`config.mk`:
```
export PLATFORM = sky130hd
export DESIGN_NAME = gpiosc_top
export DESIGN_NICKNAME = d
export VERILOG_FILES = /design/src/rtl/gpiosc_pkg.sv /design/src/rtl/gpiosc_sync.sv /design/src/rtl/gpiosc_bank.sv /design/src/rtl/gpiosc_top.sv
export SDC_FILE = /design/constraint.sdc
export NUM_CORES = 1
export LEC_CHECK = 0
export BUFFER_PORTS_ARGS = -buffer_cell sky130_fd_sc_hd__buf_2
export CELL_PAD_IN_SITES_DETAIL_PLACEMENT = 0
export CELL_PAD_IN_SITES_GLOBAL_PLACEMENT = 1
export CORE_MARGIN = 2
export CORE_UTILIZATION = 25
export DETAILED_ROUTE_END_ITERATION = 10
export GPL_TIMING_DRIVEN = 1
export PLACE_DENSITY_LB_ADDON = 0.1
export SYNTH_ARGS = -nofsm -noshare
export SYNTH_HDL_FRONTEND = slang
export SYNTH_SLANG_ARGS = --single-unit
```
`constraint.sdc`:
```
create_clock -name clk -period 1.4 [get_ports clk]
set_clock_uncertainty 0.15 [all_clocks]
set_input_delay 0.07 -clock clk [delete_from_list [all_inputs] [get_ports clk]]
set_output_delay 0.07 -clock clk [all_outputs]
set_load 0.005 [all_outputs]
```
`src/rtl/gpiosc_pkg.sv`:
```
package gpiosc_pkg;
    localparam int PIN_W       = 4;
    localparam int WORD_W      = 32;
    localparam int DAT_CLR_LSB = 8;
    localparam int DAT_SET_LSB = 12;
    localparam int OE_CLR_LSB  = 16;
    localparam int OE_SET_LSB  = 20;
    localparam int RSV_LSB     = 24;
    localparam int IN_LSB      = 28;

    typedef struct packed {
        logic [PIN_W-1:0] dat;
        logic [PIN_W-1:0] oe;
    } gpiosc_state_t;
endpackage

```
`src/rtl/gpiosc_sync.sv`:
```
module gpiosc_sync #(
    parameter int WIDTH  = 4,
    parameter int STAGES = 2
) (
    input  logic             clk,
    input  logic             rst_n,
    input  logic [WIDTH-1:0] async_i,
    output logic [WIDTH-1:0] sync_o
);
    logic [WIDTH-1:0] stage_d [STAGES];
    logic [WIDTH-1:0] stage_q [STAGES];

    always_comb begin
        stage_d[0] = async_i;
        for (int i = 1; i < STAGES; i++) begin
            stage_d[i] = stage_q[i-1];
        end
    end

    generate
        for (genvar g = 0; g < STAGES; g++) begin : g_stage
            always_ff @(posedge clk or negedge rst_n) begin
                if (!rst_n) stage_q[g] <= '0;
                else        stage_q[g] <= stage_d[g];
            end
        end
    endgenerate

    assign sync_o = stage_q[STAGES-1];
endmodule

```
`src/rtl/gpiosc_bank.sv`:
```
module gpiosc_bank
    import gpiosc_pkg::*;
(
    input  logic              clk,
    input  logic              rst_n,
    input  logic              wr_en,
    input  logic [WORD_W-1:0] wr_word,
    output gpiosc_state_t     state_o
);
    gpiosc_state_t state_d, state_q;
    logic [PIN_W-1:0] dat_set, dat_clr, oe_set, oe_clr;

    assign dat_clr = wr_word[DAT_CLR_LSB +: PIN_W];
    assign dat_set = wr_word[DAT_SET_LSB +: PIN_W];
    assign oe_clr  = wr_word[OE_CLR_LSB  +: PIN_W];
    assign oe_set  = wr_word[OE_SET_LSB  +: PIN_W];

    always_comb begin
        state_d = state_q;
        if (wr_en) begin
            state_d.dat = (state_q.dat | dat_set) & ~dat_clr;
            state_d.oe  = (state_q.oe  | oe_set)  & ~oe_clr;
        end
    end

    always_ff @(posedge clk or negedge rst_n) begin
        if (!rst_n) state_q <= '0;
        else        state_q <= state_d;
    end

    assign state_o = state_q;

    assert_clear_wins_R5: assert property (@(posedge clk) disable iff (!rst_n)
        wr_en |=> ((state_q.dat & $past(dat_clr)) == '0) && ((state_q.oe & $past(oe_clr)) == '0));
    assert_set_lands_R2: assert property (@(posedge clk) disable iff (!rst_n)
        wr_en |=> ((state_q.dat & $past(dat_set & ~dat_clr)) == $past(dat_set & ~dat_clr)));
    assert_oe_set_lands_R4: assert property (@(posedge clk) disable iff (!rst_n)
        wr_en |=> ((state_q.oe & $past(oe_set & ~oe_clr)) == $past(oe_set & ~oe_clr)));
    assert_hold_idle_R7: assert property (@(posedge clk) disable iff (!rst_n)
        !wr_en |=> $stable(state_q));
endmodule

```
`src/rtl/gpiosc_top.sv`:
```
module gpiosc_top
    import gpiosc_pkg::*;
#(
    parameter int SYNC_STAGES = 2
) (
    input  logic              clk,
    input  logic              rst_n,
    input  logic              wr_en,
    input  logic [WORD_W-1:0] wr_data,
    input  logic              rd_en,
    output logic [WORD_W-1:0] rd_data,
    input  logic [PIN_W-1:0]  pin_in,
    output logic [PIN_W-1:0]  pin_out,
    output logic [PIN_W-1:0]  pin_oe
);
    gpiosc_state_t    state;
    logic [PIN_W-1:0] pin_sync;
    logic [WORD_W-1:0] word;

    gpiosc_bank u_bank (
        .clk     (clk),
        .rst_n   (rst_n),
        .wr_en   (wr_en),
        .wr_word (wr_data),
        .state_o (state)
    );

    gpiosc_sync #(.WIDTH(PIN_W), .STAGES(SYNC_STAGES)) u_sync (
        .clk     (clk),
        .rst_n   (rst_n),
        .async_i (pin_in),
        .sync_o  (pin_sync)
    );

    always_comb begin
        word = '0;
        word[DAT_CLR_LSB +: PIN_W] = state.dat;
        word[DAT_SET_LSB +: PIN_W] = state.dat;
        word[OE_CLR_LSB  +: PIN_W] = state.oe;
        word[OE_SET_LSB  +: PIN_W] = state.oe;
        word[IN_LSB      +: PIN_W] = pin_sync;
    end

    assign rd_data = rd_en ? word : '0;
    assign pin_oe  = state.oe;
    assign pin_out = state.dat & state.oe;

    assert_no_drive_when_off_R6: assert property (@(posedge clk) disable iff (!rst_n)
        (pin_out & ~pin_oe) == '0);
    assert_reserved_zero_R9: assert property (@(posedge clk) disable iff (!rst_n)
        (rd_data[RSV_LSB +: PIN_W] == '0) && (rd_data[7:0] == '0));
    assert_idle_read_zero_R9: assert property (@(posedge clk) disable iff (!rst_n)
        !rd_en |-> (rd_data == '0));
endmodule

```
# Word-level counts from Yosys, hierarchy flattened
# Cells that the tools add are included.
# word_totals
register_bits	16
inputBits	40
out_inout_bits	40
word_cells	12
# op_classes
mux	1
n_bitwise	7
# ops
op	n
two-way mux 32 bit	1
bitwise AND 4 bit	3
NOT 4 bit	2
bitwise OR 4 bit	2

# Logic depth before layout (Yosys ltp)
# depth
ltp_word	2
ltp_mapped	4
depth_no_buf	2

# Cells and area by module
# From an unflattened synthesis, not the netlist that was laid out.
# unflattened
cells_unflattened	72
hier_area_um2	802.0
# by_module_without_submodules
module	n_inst	cells_each	area_per_inst_um2	seq_area_each_um2
gpiosc_bank	1	26	326.6	200.2
gpiosc_top	1	38	275.3	0.0
gpiosc_sync	1	8	200.2	200.2

# Least setup slack after synthesis
# Ideal clock, no wire load.
# synth_timing
path_kind	register -> output
startpoint	register u_bank.state_q, in the netlist u_bank.state_o[3]
endpoint	output port rd_data[23]
arrival_ns	0.674
required_time_ns	1.180
path_slack_ns	0.506
stages_incl_launch_ff	3
n_path_buf	1
path_cell_list	dfrtp_1 and2_1 buf_4
# synth_via
elab_chain_cells	1
# synth_lines
item	line_no	text
start, declared	gpiosc_bank.sv:10	gpiosc_state_t state_d, state_q;
start signal, assigned	gpiosc_bank.sv:28	else state_q <= state_d;
two-way mux 32 bit	gpiosc_top.sv:44	assign rd_data = rd_en ? word : '0;
end, declared	gpiosc_top.sv:11	output logic [WORD_W-1:0] rd_data,
# No other way between the ends.

# Final worst setup path
# layout_timing
startpoint	register u_bank.state_q, in the netlist u_bank.state_o[5]
endpoint	register u_bank.state_q, in the netlist u_bank.state_o[5]
# layout_via
elab_chain_cells	2
# layout_lines
item	line_no	text
bitwise OR 4 bit	gpiosc_bank.sv:21	state_d.dat = (state_q.dat | dat_set) & ~dat_clr;
bitwise AND 4 bit	gpiosc_bank.sv:21	
# No other way between the ends.
# A chain may end at the register's enable or synchronous reset.

==> key figures <==
Floorplan
  • Die Span Y: between 60 and 70 microns
  • Die area: between 0.003 and 0.004 sq mm
  • Core area: slightly above 0.003 sq mm
  • Die width: roughly 61 microns
  • Initial core utilization: 0.265
  • Rows: 20
  • # IOs: 80

Timing
  • Fin. Hold Viols: 0
  • Final min period: around 1.4 ns
  • Unrepaired setup endpoints after global routing: false
  • Setup_tns: 0 ns
  • Final Cycle Share: 0.971
  • Final setup vio count: 0
  • Slew Viols, Final: 0
  • Fmax: approximately 0.74 GHz

GRT
  • Gr ovfl total: 0
  • Antenna violations before repair: 0
  • Tot GR Track Use: 0.0864
  • First-pass GRT wire length: ~2.3 mm
  • Pin count of the biggest net entering global routing: 17
  • Vias in the first global route: ~520

Flow run
  • Max_cap viols: 0

Setup path
  • Flop2flop setup slack: between 0.04 and 0.05 ns
  • R2r endpoint: u_bank.state_o[5]
  • Max Fanout on Critical Path: 2
  • Reg2reg start: u_bank.state_o[5]
  • WP data required: about 1.4 ns
  • Critical Path AT: 1.38 ns
  • Nature of the critical path endpoint: flop
  • Worst Setup Start Kind: flop
  • CP Class: reg2reg
  • Cell count of the worst reg-to-reg path: 3

Synth
  • EDFF count, synth: 0
  • Post-synth top cells: 24 x buf_4, 16 x and2_1, 16 x dfrtp_1
  • Mapped cell area: just over 800 sq um
  • YS warnings: 0
  • Top-area cell type share of the netlist area: 0.492
  • Post-synth ARST share: 1.00
  • Synthesized area per cell: roughly 11 sq um
  • Seq/Total Area, Yosys: 0.492
  • Post-Synthesis Cells: 76
  • Top FF cell, synth: dfrtp_1
  • Top post-synthesis cells by area: dfrtp_1 49%, buf_4 22%, and2_1 12%
  • Distinct cells, synth: 9
  • Synth area leader: dfrtp_1
  • FF+latch count, synth: 16
  • Most numerous cell in the Yosys netlist: buf_4

Clock network
  • CTS Buf Count: 3
  • Clk Latency, worst-skew pair: roughly 0.28 ns
  • TritonCTS clock tree: built
  • H-tree depth: 1
  • Sink Count: 16
  • Clk root buf: clkbuf_4
  • Clock transition at the registers of the reported paths: about 0.09 ns
  • Maximum clock insertion buffer count: 2

Hold path
  • Hold path start: wr_en
  • Hold Crit Endpoint: u_bank.state_o[6]
  • Class of the worst hold path: in2reg
  • Worst hold path cell count: 2

Run status
  • Status: completed

Routing
  • DRC Markers: 0
  • Vias/cell: between 3 and 4
  • First-pass iteration count of the detailed router: 3
  • Final wirelength: between 1.5 and 2 mm
  • Post-DR wirelength/cell: 8.80 microns
  • Via Count: 658
  • DRT antenna net count: 0
  • Starting DRT DRC Count: 14

Final layout
  • Post-layout net count: roughly 180
  • Final Instance Area: 0.00121 sq mm
  • Final-layout fill cell count: roughly 340
  • P&R area growth vs syn: 48.4%
  • Antenna diodes: 0
  • FF+latch area: roughly 400 sq um
  • Area occupied by multi-input gates: between 200 and 250 sq um
  • Layout cell share with drive strength beyond 1: 0.445

Place
  • Gpl congestion: between 0.6 and 0.7
  • Placed instance area: about 950 sq um
  • IO Port Bufs: between 50 and 60

Power and ir drop
  • VDD IR max: between 200 and 300 uV
  • P_leak: roughly 0.64 nW
  • Cell Pwr Density: slightly below 900 mW/mm^2
-- metal layers --
| layer | share of wire | vias to the layer above | track usage | routed length, microns |
|---|---|---|---|---|
| met5 | 0 | - | 0 | 0 |
| met4 | 0.017 | 0 | 0.0652 | 27 |
| met3 | 0.069 | 2 | 0.0126 | 110 |
| met2 | 0.51 | 35 | 0.150 | 814 |
| met1 | 0.40 | 294 | 0.0943 | 640 |
| li1 | - | 327 | - | - |
-- layout by cell type, fill, tap and decap left out, drive strengths merged --
cell and count:
conb 12, and2 16, buf 52, a21oi 16, dlygate4sd3 21, dfrtp 16, clkbuf 4
-- cells by family after synthesis --
family,synth area share
buf+inv,0.264
simple gates,0.123
other cells,0.00460
flops,0.492
compound gates,0.117
-- sequential cells by signal, summed over array words and instances (netlist names) --
| register | cells |
|---|---|
| u_bank.state_o | 8 |
| u_sync.stage_d | 4 |
| u_sync.sync_o | 4 |
-- worst max path at each step --
stage,startpoint,to,slack [ns]
after floorplan,u_bank.state_o[3],rd_data[23],0.51
after global placement,u_bank.state_o[2],rd_data[22],0.51
after detailed placement,u_bank.state_o[2],rd_data[18],0.50
after CTS,u_bank.state_o[7],u_bank.state_o[7],0.02
after global routing,u_bank.state_o[5],u_bank.state_o[5],0.01
final,u_bank.state_o[5],u_bank.state_o[5],0.04
-- stage by stage --
step	util	hold slack, ns	std cells	power, mW	setup slack [ns]
global placement	0.309	-0.141	155	0.725	0.511
floorplan	-	-0.376	87	0.686	0.506
CTS	0.389	0.0110	180	1.09	0.0173
finish	0.393	0.0272	181	1.06	0.0411
detailed placement	0.309	-0.141	155	0.727	0.502
global route	0.393	0.0252	181	1.14	0.0111
-- critical path, cell delays in order, from the launching register on --
cell and delay [ns]:
dfrtp_1 0.40, a21oi_2 0.12, a21oi_2 0.03, dlygate4sd3_1 0.55
-- cell type report --
cell class	instances	share of cell area
repair buffers	73	0.391
multi-input cells	44	0.202
clock buffers	4	0.0300
flip-flops and latches	16	0.331
well taps	44	0.0455
-- timing repair --
item / in CTS / in global routing
hold endpoints to repair: 28 / 2
setup endpoints to repair: 0 / 3
gates resized for setup: 0 / 1
hold buffers: 21 / 2
buffers inserted: 0 / 1
-- where the power goes --
| part | internal (mW) | switching [mW] |
|---|---|---|
| Sequential | 0.500 | 0.0238 |
| Clock | 0.158 | 0.139 |
| Combinational | 0.144 | 0.0987 |
(Power assumes the default switching activity.)
